$ cat config.mk
export PLATFORM = sky130hd
export DESIGN_NAME = clk_pwr_regs
export DESIGN_NICKNAME = d
export VERILOG_FILES = /design/src/rtl/cpc_pkg.sv /design/src/rtl/cpc_index_decode.sv /design/src/rtl/cpc_reg_bank.sv /design/src/rtl/cpc_idle_detect.sv /design/src/rtl/clk_pwr_regs.sv
export SDC_FILE = /design/constraint.sdc
export NUM_CORES = 1
export LEC_CHECK = 0
export BUFFER_PORTS_ARGS = -buffer_cell sky130_fd_sc_hd__clkbuf_2
export CAP_MARGIN = 20
export CORE_MARGIN = 2
export CORE_UTILIZATION = 43
export CTS_BUF_LIST = sky130_fd_sc_hd__clkbuf_2
export CTS_CLUSTER_DIAMETER = 80
export DETAILED_ROUTE_END_ITERATION = 16
export GPL_TIMING_DRIVEN = 0
export SETUP_SLACK_MARGIN = 0.4
export SYNTH_ARGS = -nofsm -noshare
export SYNTH_HDL_FRONTEND = slang
export SYNTH_HIERARCHICAL = 1
export SYNTH_SLANG_ARGS = --single-unit
export TNS_END_PERCENT = 30
$ cat constraint.sdc
create_clock -name clk -period 2.15 [get_ports clk]
set_input_delay 0.43 -clock clk [delete_from_list [all_inputs] [get_ports clk]]
set_output_delay 0.43 -clock clk [all_outputs]
set_load 0.005 [all_outputs]
$ cat src/rtl/cpc_pkg.sv
package cpc_pkg;

    localparam int DATA_W     = 32;
    localparam int NUM_REGS   = 6;
    localparam int IDX_W      = $clog2(NUM_REGS + 2);
    localparam int WORD_LSB   = 2;
    localparam int IDLE_BIT   = 2;

    localparam int IDX_LOCK   = 0;
    localparam int IDX_MPLL   = 1;
    localparam int IDX_UPLL   = 2;
    localparam int IDX_CLKCTL = 3;
    localparam int IDX_SLOW   = 4;
    localparam int IDX_DIV    = 5;

    typedef logic [NUM_REGS-1:0][DATA_W-1:0] reg_image_t;

    typedef struct packed {
        reg_image_t regs;
    } bank_st_t;

    typedef struct packed {
        logic halt;
    } idle_st_t;

    function automatic logic [DATA_W-1:0] reset_value(int idx);
        case (idx)
            IDX_LOCK:   return 32'h00FF_FFFF;
            IDX_MPLL:   return 32'h0005_C080;
            IDX_UPLL:   return 32'h0002_8080;
            IDX_CLKCTL: return 32'h0007_FFF0;
            IDX_SLOW:   return 32'h0000_0004;
            default:    return 32'h0000_0000;
        endcase
    endfunction

endpackage

$ cat src/rtl/cpc_index_decode.sv
module cpc_index_decode
    import cpc_pkg::*;
#(
    parameter int ADDR_W = 12
) (
    input  logic [ADDR_W-1:0] addr,
    output logic [IDX_W-1:0]  idx
);
    localparam logic [IDX_W-1:0] LAST_IDX = IDX_W'(NUM_REGS - 1);

    logic [IDX_W-1:0] raw_idx;

    always_comb begin
        raw_idx = addr[WORD_LSB +: IDX_W];
        idx     = (raw_idx > LAST_IDX) ? LAST_IDX : raw_idx;
    end

    // offsets past the last register fold onto the divider
    always_comb begin
        if (addr[WORD_LSB +: IDX_W] >= IDX_W'(NUM_REGS))
            p_alias_div_r3: assert (idx == IDX_W'(IDX_DIV));
    end
endmodule

$ cat src/rtl/cpc_reg_bank.sv
module cpc_reg_bank
    import cpc_pkg::*;
(
    input  logic              clk,
    input  logic              rst,
    input  logic              wr_en,
    input  logic [IDX_W-1:0]  wr_idx,
    input  logic [DATA_W-1:0] wr_data,
    output reg_image_t        regs_o
);
    reg_image_t reset_image;
    bank_st_t   st_d, st_q;

    for (genvar g = 0; g < NUM_REGS; g++) begin : g_rst_img
        assign reset_image[g] = reset_value(g);
    end

    always_comb begin
        st_d = st_q;
        for (int i = 0; i < NUM_REGS; i++) begin
            if (wr_en && (wr_idx == IDX_W'(i)))
                st_d.regs[i] = wr_data;
        end
        if (rst)
            st_d.regs = reset_image;
    end

    always_ff @(posedge clk) begin
        st_q <= st_d;
    end

    assign regs_o = st_q.regs;

    // defaults right after reset
    p_reset_image_r4: assert property (@(posedge clk) disable iff (rst)
        $past(rst) |-> (regs_o == reset_image));

    // a write lands in the selected register
    p_store_r5: assert property (@(posedge clk) disable iff (rst)
        wr_en |=> (regs_o[$past(wr_idx)] == $past(wr_data)));

    // no write leaves every register unchanged
    p_hold_r5: assert property (@(posedge clk) disable iff (rst)
        (!wr_en && !$past(rst)) |=> $stable(regs_o));
endmodule

$ cat src/rtl/cpc_idle_detect.sv
module cpc_idle_detect
    import cpc_pkg::*;
(
    input  logic clk,
    input  logic rst,
    input  logic ctl_wr,
    input  logic idle_old,
    input  logic idle_new,
    output logic halt_o
);
    idle_st_t st_d, st_q;

    always_comb begin
        st_d      = st_q;
        st_d.halt = ctl_wr && !idle_old && idle_new;
        if (rst)
            st_d.halt = 1'b0;
    end

    always_ff @(posedge clk) begin
        st_q <= st_d;
    end

    assign halt_o = st_q.halt;

    // the request never lasts longer than one cycle
    p_halt_single_r7: assert property (@(posedge clk) disable iff (rst)
        halt_o |=> !halt_o);
endmodule

$ cat src/rtl/clk_pwr_regs.sv
module clk_pwr_regs
    import cpc_pkg::*;
#(
    parameter int ADDR_W = 12
) (
    input  logic              clk,
    input  logic              rst,
    input  logic [ADDR_W-1:0] bus_addr,
    input  logic              bus_wr,
    input  logic [DATA_W-1:0] bus_wdata,
    input  logic              bus_rd,
    output logic [DATA_W-1:0] bus_rdata,
    output logic              halt_req
);
    logic [IDX_W-1:0] idx;
    reg_image_t       regs;
    logic             ctl_wr;

    cpc_index_decode #(.ADDR_W(ADDR_W)) u_dec (
        .addr (bus_addr),
        .idx  (idx)
    );

    cpc_reg_bank u_bank (
        .clk     (clk),
        .rst     (rst),
        .wr_en   (bus_wr),
        .wr_idx  (idx),
        .wr_data (bus_wdata),
        .regs_o  (regs)
    );

    assign ctl_wr = bus_wr && (idx == IDX_W'(IDX_CLKCTL));

    cpc_idle_detect u_idle (
        .clk      (clk),
        .rst      (rst),
        .ctl_wr   (ctl_wr),
        .idle_old (regs[IDX_CLKCTL][IDLE_BIT]),
        .idle_new (bus_wdata[IDLE_BIT]),
        .halt_o   (halt_req)
    );

    always_comb begin
        bus_rdata = '0;
        if (bus_rd)
            bus_rdata = regs[idx];
    end

    // a pulse follows a write that took the idle bit from 0 to 1
    p_halt_cause_r7: assert property (@(posedge clk) disable iff (rst)
        halt_req |-> ($past(bus_wr) && !$past(regs[IDX_CLKCTL][IDLE_BIT])
                      && regs[IDX_CLKCTL][IDLE_BIT]));

    // writes elsewhere never request a halt
    p_no_halt_other_r8: assert property (@(posedge clk) disable iff (rst)
        (bus_wr && (idx != IDX_W'(IDX_CLKCTL)) && !$past(rst)) |=> !halt_req);

    // reset keeps the request low
    p_rst_quiet_r10: assert property (@(posedge clk)
        $past(rst) |-> !halt_req);
endmodule

Yosys cells after proc, flatten, opt, wreduce, memory -nomap -nowiden:

Index checks and enable logic that the tools add are counted.

* bits in registers: 193

* reductions and logical operators: 10
* mux-type cells: 4
* eq/ne operators: 5
* $lt $le $gt $ge: 2

Operator list (number)
* 32-bit binary-select mux with 3-bit select: 1
* 32-bit two-way mux: 2
* 1-bit logical AND: 8
* 3-bit by 2-bit == test with 1-bit output, second input constant: 2
* 3-bit == test, second input constant: 2
* 3-bit by 4-bit less-than comparator with 1-bit output, second input constant: 1
* 3-bit by 1-bit == test with 1-bit output, second input constant: 1
* 3-bit greater-than comparator, second input constant: 1
* 3-bit logical NOT: 1
* 3-bit two-way mux: 1
* 1-bit logical NOT: 1

Depth between registers and ports, before layout:

* depth in word-level cells: 6
* gate-level depth with buffers: 7
* depth with buffers taken out: 4

Modules after synthesis:

The synthesis kept the hierarchy.

Modules (own cells, without submodules)
* cpc_reg_bank: instances 1, area an instance 7503.4 µm², seq. area each 3843.7 µm², cells an instance 693
* clk_pwr_regs: instances 1, area an instance 1581.5 µm², seq. area each 0.0 µm², cells an instance 185
* cpc_idle_detect: instances 1, area an instance 32.5 µm², seq. area each 20.0 µm², cells an instance 2
* cpc_index_decode: instances 1, area an instance 17.5 µm², seq. area each 0.0 µm², cells an instance 3

Worst setup path before layout:

Ideal clock, no wire load.

* kind: input to output
* start: input bus_addr[4]
* end: output bus_rdata[1]
* stages on the path: 7
* buffers on the path: 3
* data required time: 1720 ps
* setup slack: 103 ps
* data arrival time: 1617 ps
* path through: a21o_1 -> buf_6 -> or3b_4 -> buf_6 -> buf_8 -> o22a_1 -> o21ai_1

* longest elaborated chain between the ends: 5

Ends and longest elaborated chain
* start, declared: line clk_pwr_regs.sv:8 `input logic [ADDR_W-1:0] bus_addr,`
* 3-bit greater-than comparator: line cpc_index_decode.sv:15 `idx = (raw_idx > LAST_IDX) ? LAST_IDX : raw_idx;`
* 3-bit two-way mux (*): line cpc_index_decode.sv:15
* 32-bit binary-select mux with 3-bit select (*): line clk_pwr_regs.sv:47 `bus_rdata = regs[idx];`
* 32-bit two-way mux (implied by the code) (*): line clk_pwr_regs.sv:47
* 32-bit two-way mux (*): line clk_pwr_regs.sv:46 `if (bus_rd)`
* end, declared: line clk_pwr_regs.sv:12 `output logic [DATA_W-1:0] bus_rdata,`

Every way passes the cells marked *; elsewhere a longest branch is shown, timed or not. The select of a mux whose other input is x is not followed.

Final worst setup path:

* start: input bus_addr[3]
* end: output bus_rdata[7]

* longest elaborated chain between the ends: 5

Ends and longest elaborated chain
* 3-bit greater-than comparator: line cpc_index_decode.sv:15
* 3-bit two-way mux: line cpc_index_decode.sv:15
* net idx[0]: line clk_pwr_regs.sv:15 `logic [IDX_W-1:0] idx;`
* 32-bit binary-select mux with 3-bit select: line clk_pwr_regs.sv:47
* 32-bit two-way mux (implied by the code): line clk_pwr_regs.sv:47
* 32-bit two-way mux: line clk_pwr_regs.sv:46

The timed path passes the listed nets, and every way through them passes these cells. The select of a mux whose other input is x is not followed.

==> metrics <==
Achievable Freq=419 MHz; RSZ-0062 raised after global routing=true; gr ovfl total=0; Critical path origin=bus_addr[3]; WS Path Type=input pin to output port; Clock transition at path regs=~270 ps; FF/Latch Area=slightly below 0.004 mm2; GRT Total Usage=a little under a quarter; Starting Density=a little over two fifths; hold crit path type=input pin to flop; WHS=slightly below 100 ps; # DRC=0; length of the first detailed-routing pass in iterations=5; Final setup violation count=32; share of cells above drive strength 1=~17%; max_slew headroom=43.3%; clk_lat worst skew=760 ps; Pint=around 4.8 mW; number of global-route vias before repair=between 6000 and 7000; total die area=approximately 0.022 mm2; Num Clock Sinks=roughly 190; htree depth=4; via count=~6700; Final WS setup=-235 ps; Routed Antenna Nets=0; Req. time, crit path=around 1700 ps; hpwl dp=17000 um; Reg power frac=between 50 and 60%; worst slew pin tran=851 ps; DR vias/cell=between 5 and 6; Worst EP arrival=just under 2000 ps; critical path startpoint category=input pin; core area=0.0210 mm2; wire per inst=between 15 and 20 um; Hold Crit Start=bus_wdata[31]; Layout area overhead=16.3%; die extent in x=between 100 and 150 um; CP endpoint kind=output port; Root Buffer=clkbuf_2; clock network power share=30.9%; GPL Wtd Cong=around 0.76; Tcrit/Tclk final=111%; Netlist cell types=24; Final min period=~2400 ps; maximum root-to-sink buffer count=2; Layout fillers=between 2000 and 2500; syn_nets=approximately 930; largest net degree at the start of global routing=19; Pleak=between 4 and 5 nW; Cells after Synth=~880; Place WS=-460 ps; initial antenna violation count=1; routed wire length=26000 um; chip height=~150 um; # port buffers=between 70 and 80; row count=53; Sw Pwr=1.90 mW; Hold Fails Final Rpt=0; status=finished, violations left; TritonCTS clock tree=done; Reg-to-Reg Start=u_bank/regs_o[98]$_SDFFE_PP0P_; VDD IR-drop max=a little over 0.0004 V; area of the multi-input gates=0.00488 mm2; CTS Buf Count=17; post-synthesis sequential area ratio=around 42%; Power Dens Cells=~630 mW/mm2; global-route wire length before repair=around 39000 um; total power=6.68 mW; syn avg cell area=~10 um2; Synth Register Bits=193; worst-path fanout max=10; Ys Warns=6; combinational power share=between 10% and 20%; Slew Viols, Final=0; max cap viols=0; Switching Share=between 20% and 30%; io pins=between 80 and 90; DRT iter0 DRCs=around 340; Setup Skew=15.6 ps; failing checks=negative setup slack; NumNets Final=~1100; Synth Cell Area=approximately 0.009 mm2
worst max-delay path, stage by stage:
cell and delay [ps]:
buf_6 100, a21o_1 220, buf_6 130, or3b_4 370, buf_12 160, buf_8 150, o22a_1 180, o21ai_2 70
buf_2 130
cells in the mapped netlist:
library cell	n	area, um2
nor4bb_1	1	10.0
nand4bb_1	2	22.5
o22a_1	32	280
o21ai_1	31	155
nand2b_1	176	1100
o21ai_2	1	8.76
buf_2	29	145
nor2b_1	1	6.26
nor4b_1	1	8.76
nor2_1	72	270
a21o_1	1	7.51
or4b_4	1	13.8
buf_8	3	45.0
buf_6	6	67.6
mux2i_1	288	2880
clkbuf_2	1	5.00
or3b_4	1	11.3
and4bb_2	3	37.5
nand4b_1	2	17.5
dfxtp_1	193	3860
nand3b_1	2	15.0
buf_4	5	37.5
and4b_1	1	10.0
clkbuf_1	30	113
through the flow:
step	util [%]	setup TNS, ps	area (um2)	std cells
2_1_floorplan	-	0	9140	883
3_5_place_dp	46.9	-12240	9830	1229
6_report	50.7	-6430	10600	1302
3_3_place_gp	46.9	-11880	9830	1229
4_1_cts	50.3	-7780	10500	1299
5_1_grt	50.7	-7970	10600	1302
cells in the final DEF, fill, tap and decap left out, types with 2 or more instances in the layout:
cell type	count
o21ai_2	5
buf_6	9
clkbuf_4	2
buf_4	14
inv_6	4
nand2b_1	176
nand4bb_1	2
buf_12	3
buf_2	52
dfxtp_1	193
nand3b_1	2
buf_8	2
o22a_1	32
clkbuf_1	24
clkinv_4	4
mux2i_1	288
o21ai_1	27
bufinv_16	3
and4bb_2	3
nor2_1	72
inv_8	2
nand4b_1	2
clkbuf_2	63
dlygate4sd3_1	31
repair_timing:
action	CTS	global route
setup endpoints to repair	32	33
endpoints found under the hold margin	154	2
hold buffers	30	1
resized for setup	19	41
pin swaps	1	2
gates cloned	1	1
setup buffers	7	0
cell families (layout without fill, tap and decap cells):
logic type | Yosys count | in the layout | share of synthesized area (%)
muxes | 288 | 288 | 31.6
and+or+nand+nor | 263 | 263 | 16.7
DFF | 193 | 193 | 42.3
buffers and inverters | 74 | 217 | 4.52
AOI/OAI and AO/OA | 65 | 65 | 4.94
other | 0 | 1 | 0
layer usage:
metal / up-vias / global-route usage (%) / wire (um)
li1: 3297 / - / -
met1: 3293 / 32.1 / 12400
met2: 114 / 39.9 / 12500
met3: 16 / 4.12 / 827
met4: 0 / 4.62 / 255
met5: - / 0 / 0
flip-flops by register name (all words and copies together) (netlist names):
signal	cells
u_bank/regs_o	192
u_idle/halt_o	1
power groups by stage:
| stage | registers, mW | logic, mW | clock network (mW) |
|---|---|---|---|
| floorplan | 3.78 | 0.524 | 0 |
| finish | 3.73 | 0.890 | 2.06 |
| global placement | 3.79 | 0.807 | 0 |
| global route | 3.74 | 0.953 | 2.24 |
| detailed placement | 3.79 | 0.809 | 0 |
| CTS | 3.73 | 0.882 | 2.11 |
final cells by class:
cell class                      count  area share [%]
Sequential cell                   193            36.4
Tap cell                          275            3.24
Multi-Input combinational cell    616            45.9
Clock inverter                     15            1.84
Antenna cell                        1          0.0236
Buffer                             74            4.41
Clock buffer                       17           0.801
Timing Repair Buffer              111            7.41
final timing paths:
path                                endpoint  slack [ps]  depth (start not counted)
max                             bus_rdata[7]        -230                          9
min          u_bank/regs_o[159]$_SDFFE_PP0P_         100                          3
max reg2reg         u_idle/halt_o$_SDFF_PP0_        1440                          1
min reg2reg   u_bank/regs_o[60]$_SDFFE_PP0P_         490                          2
(Power assumes the default switching activity.)
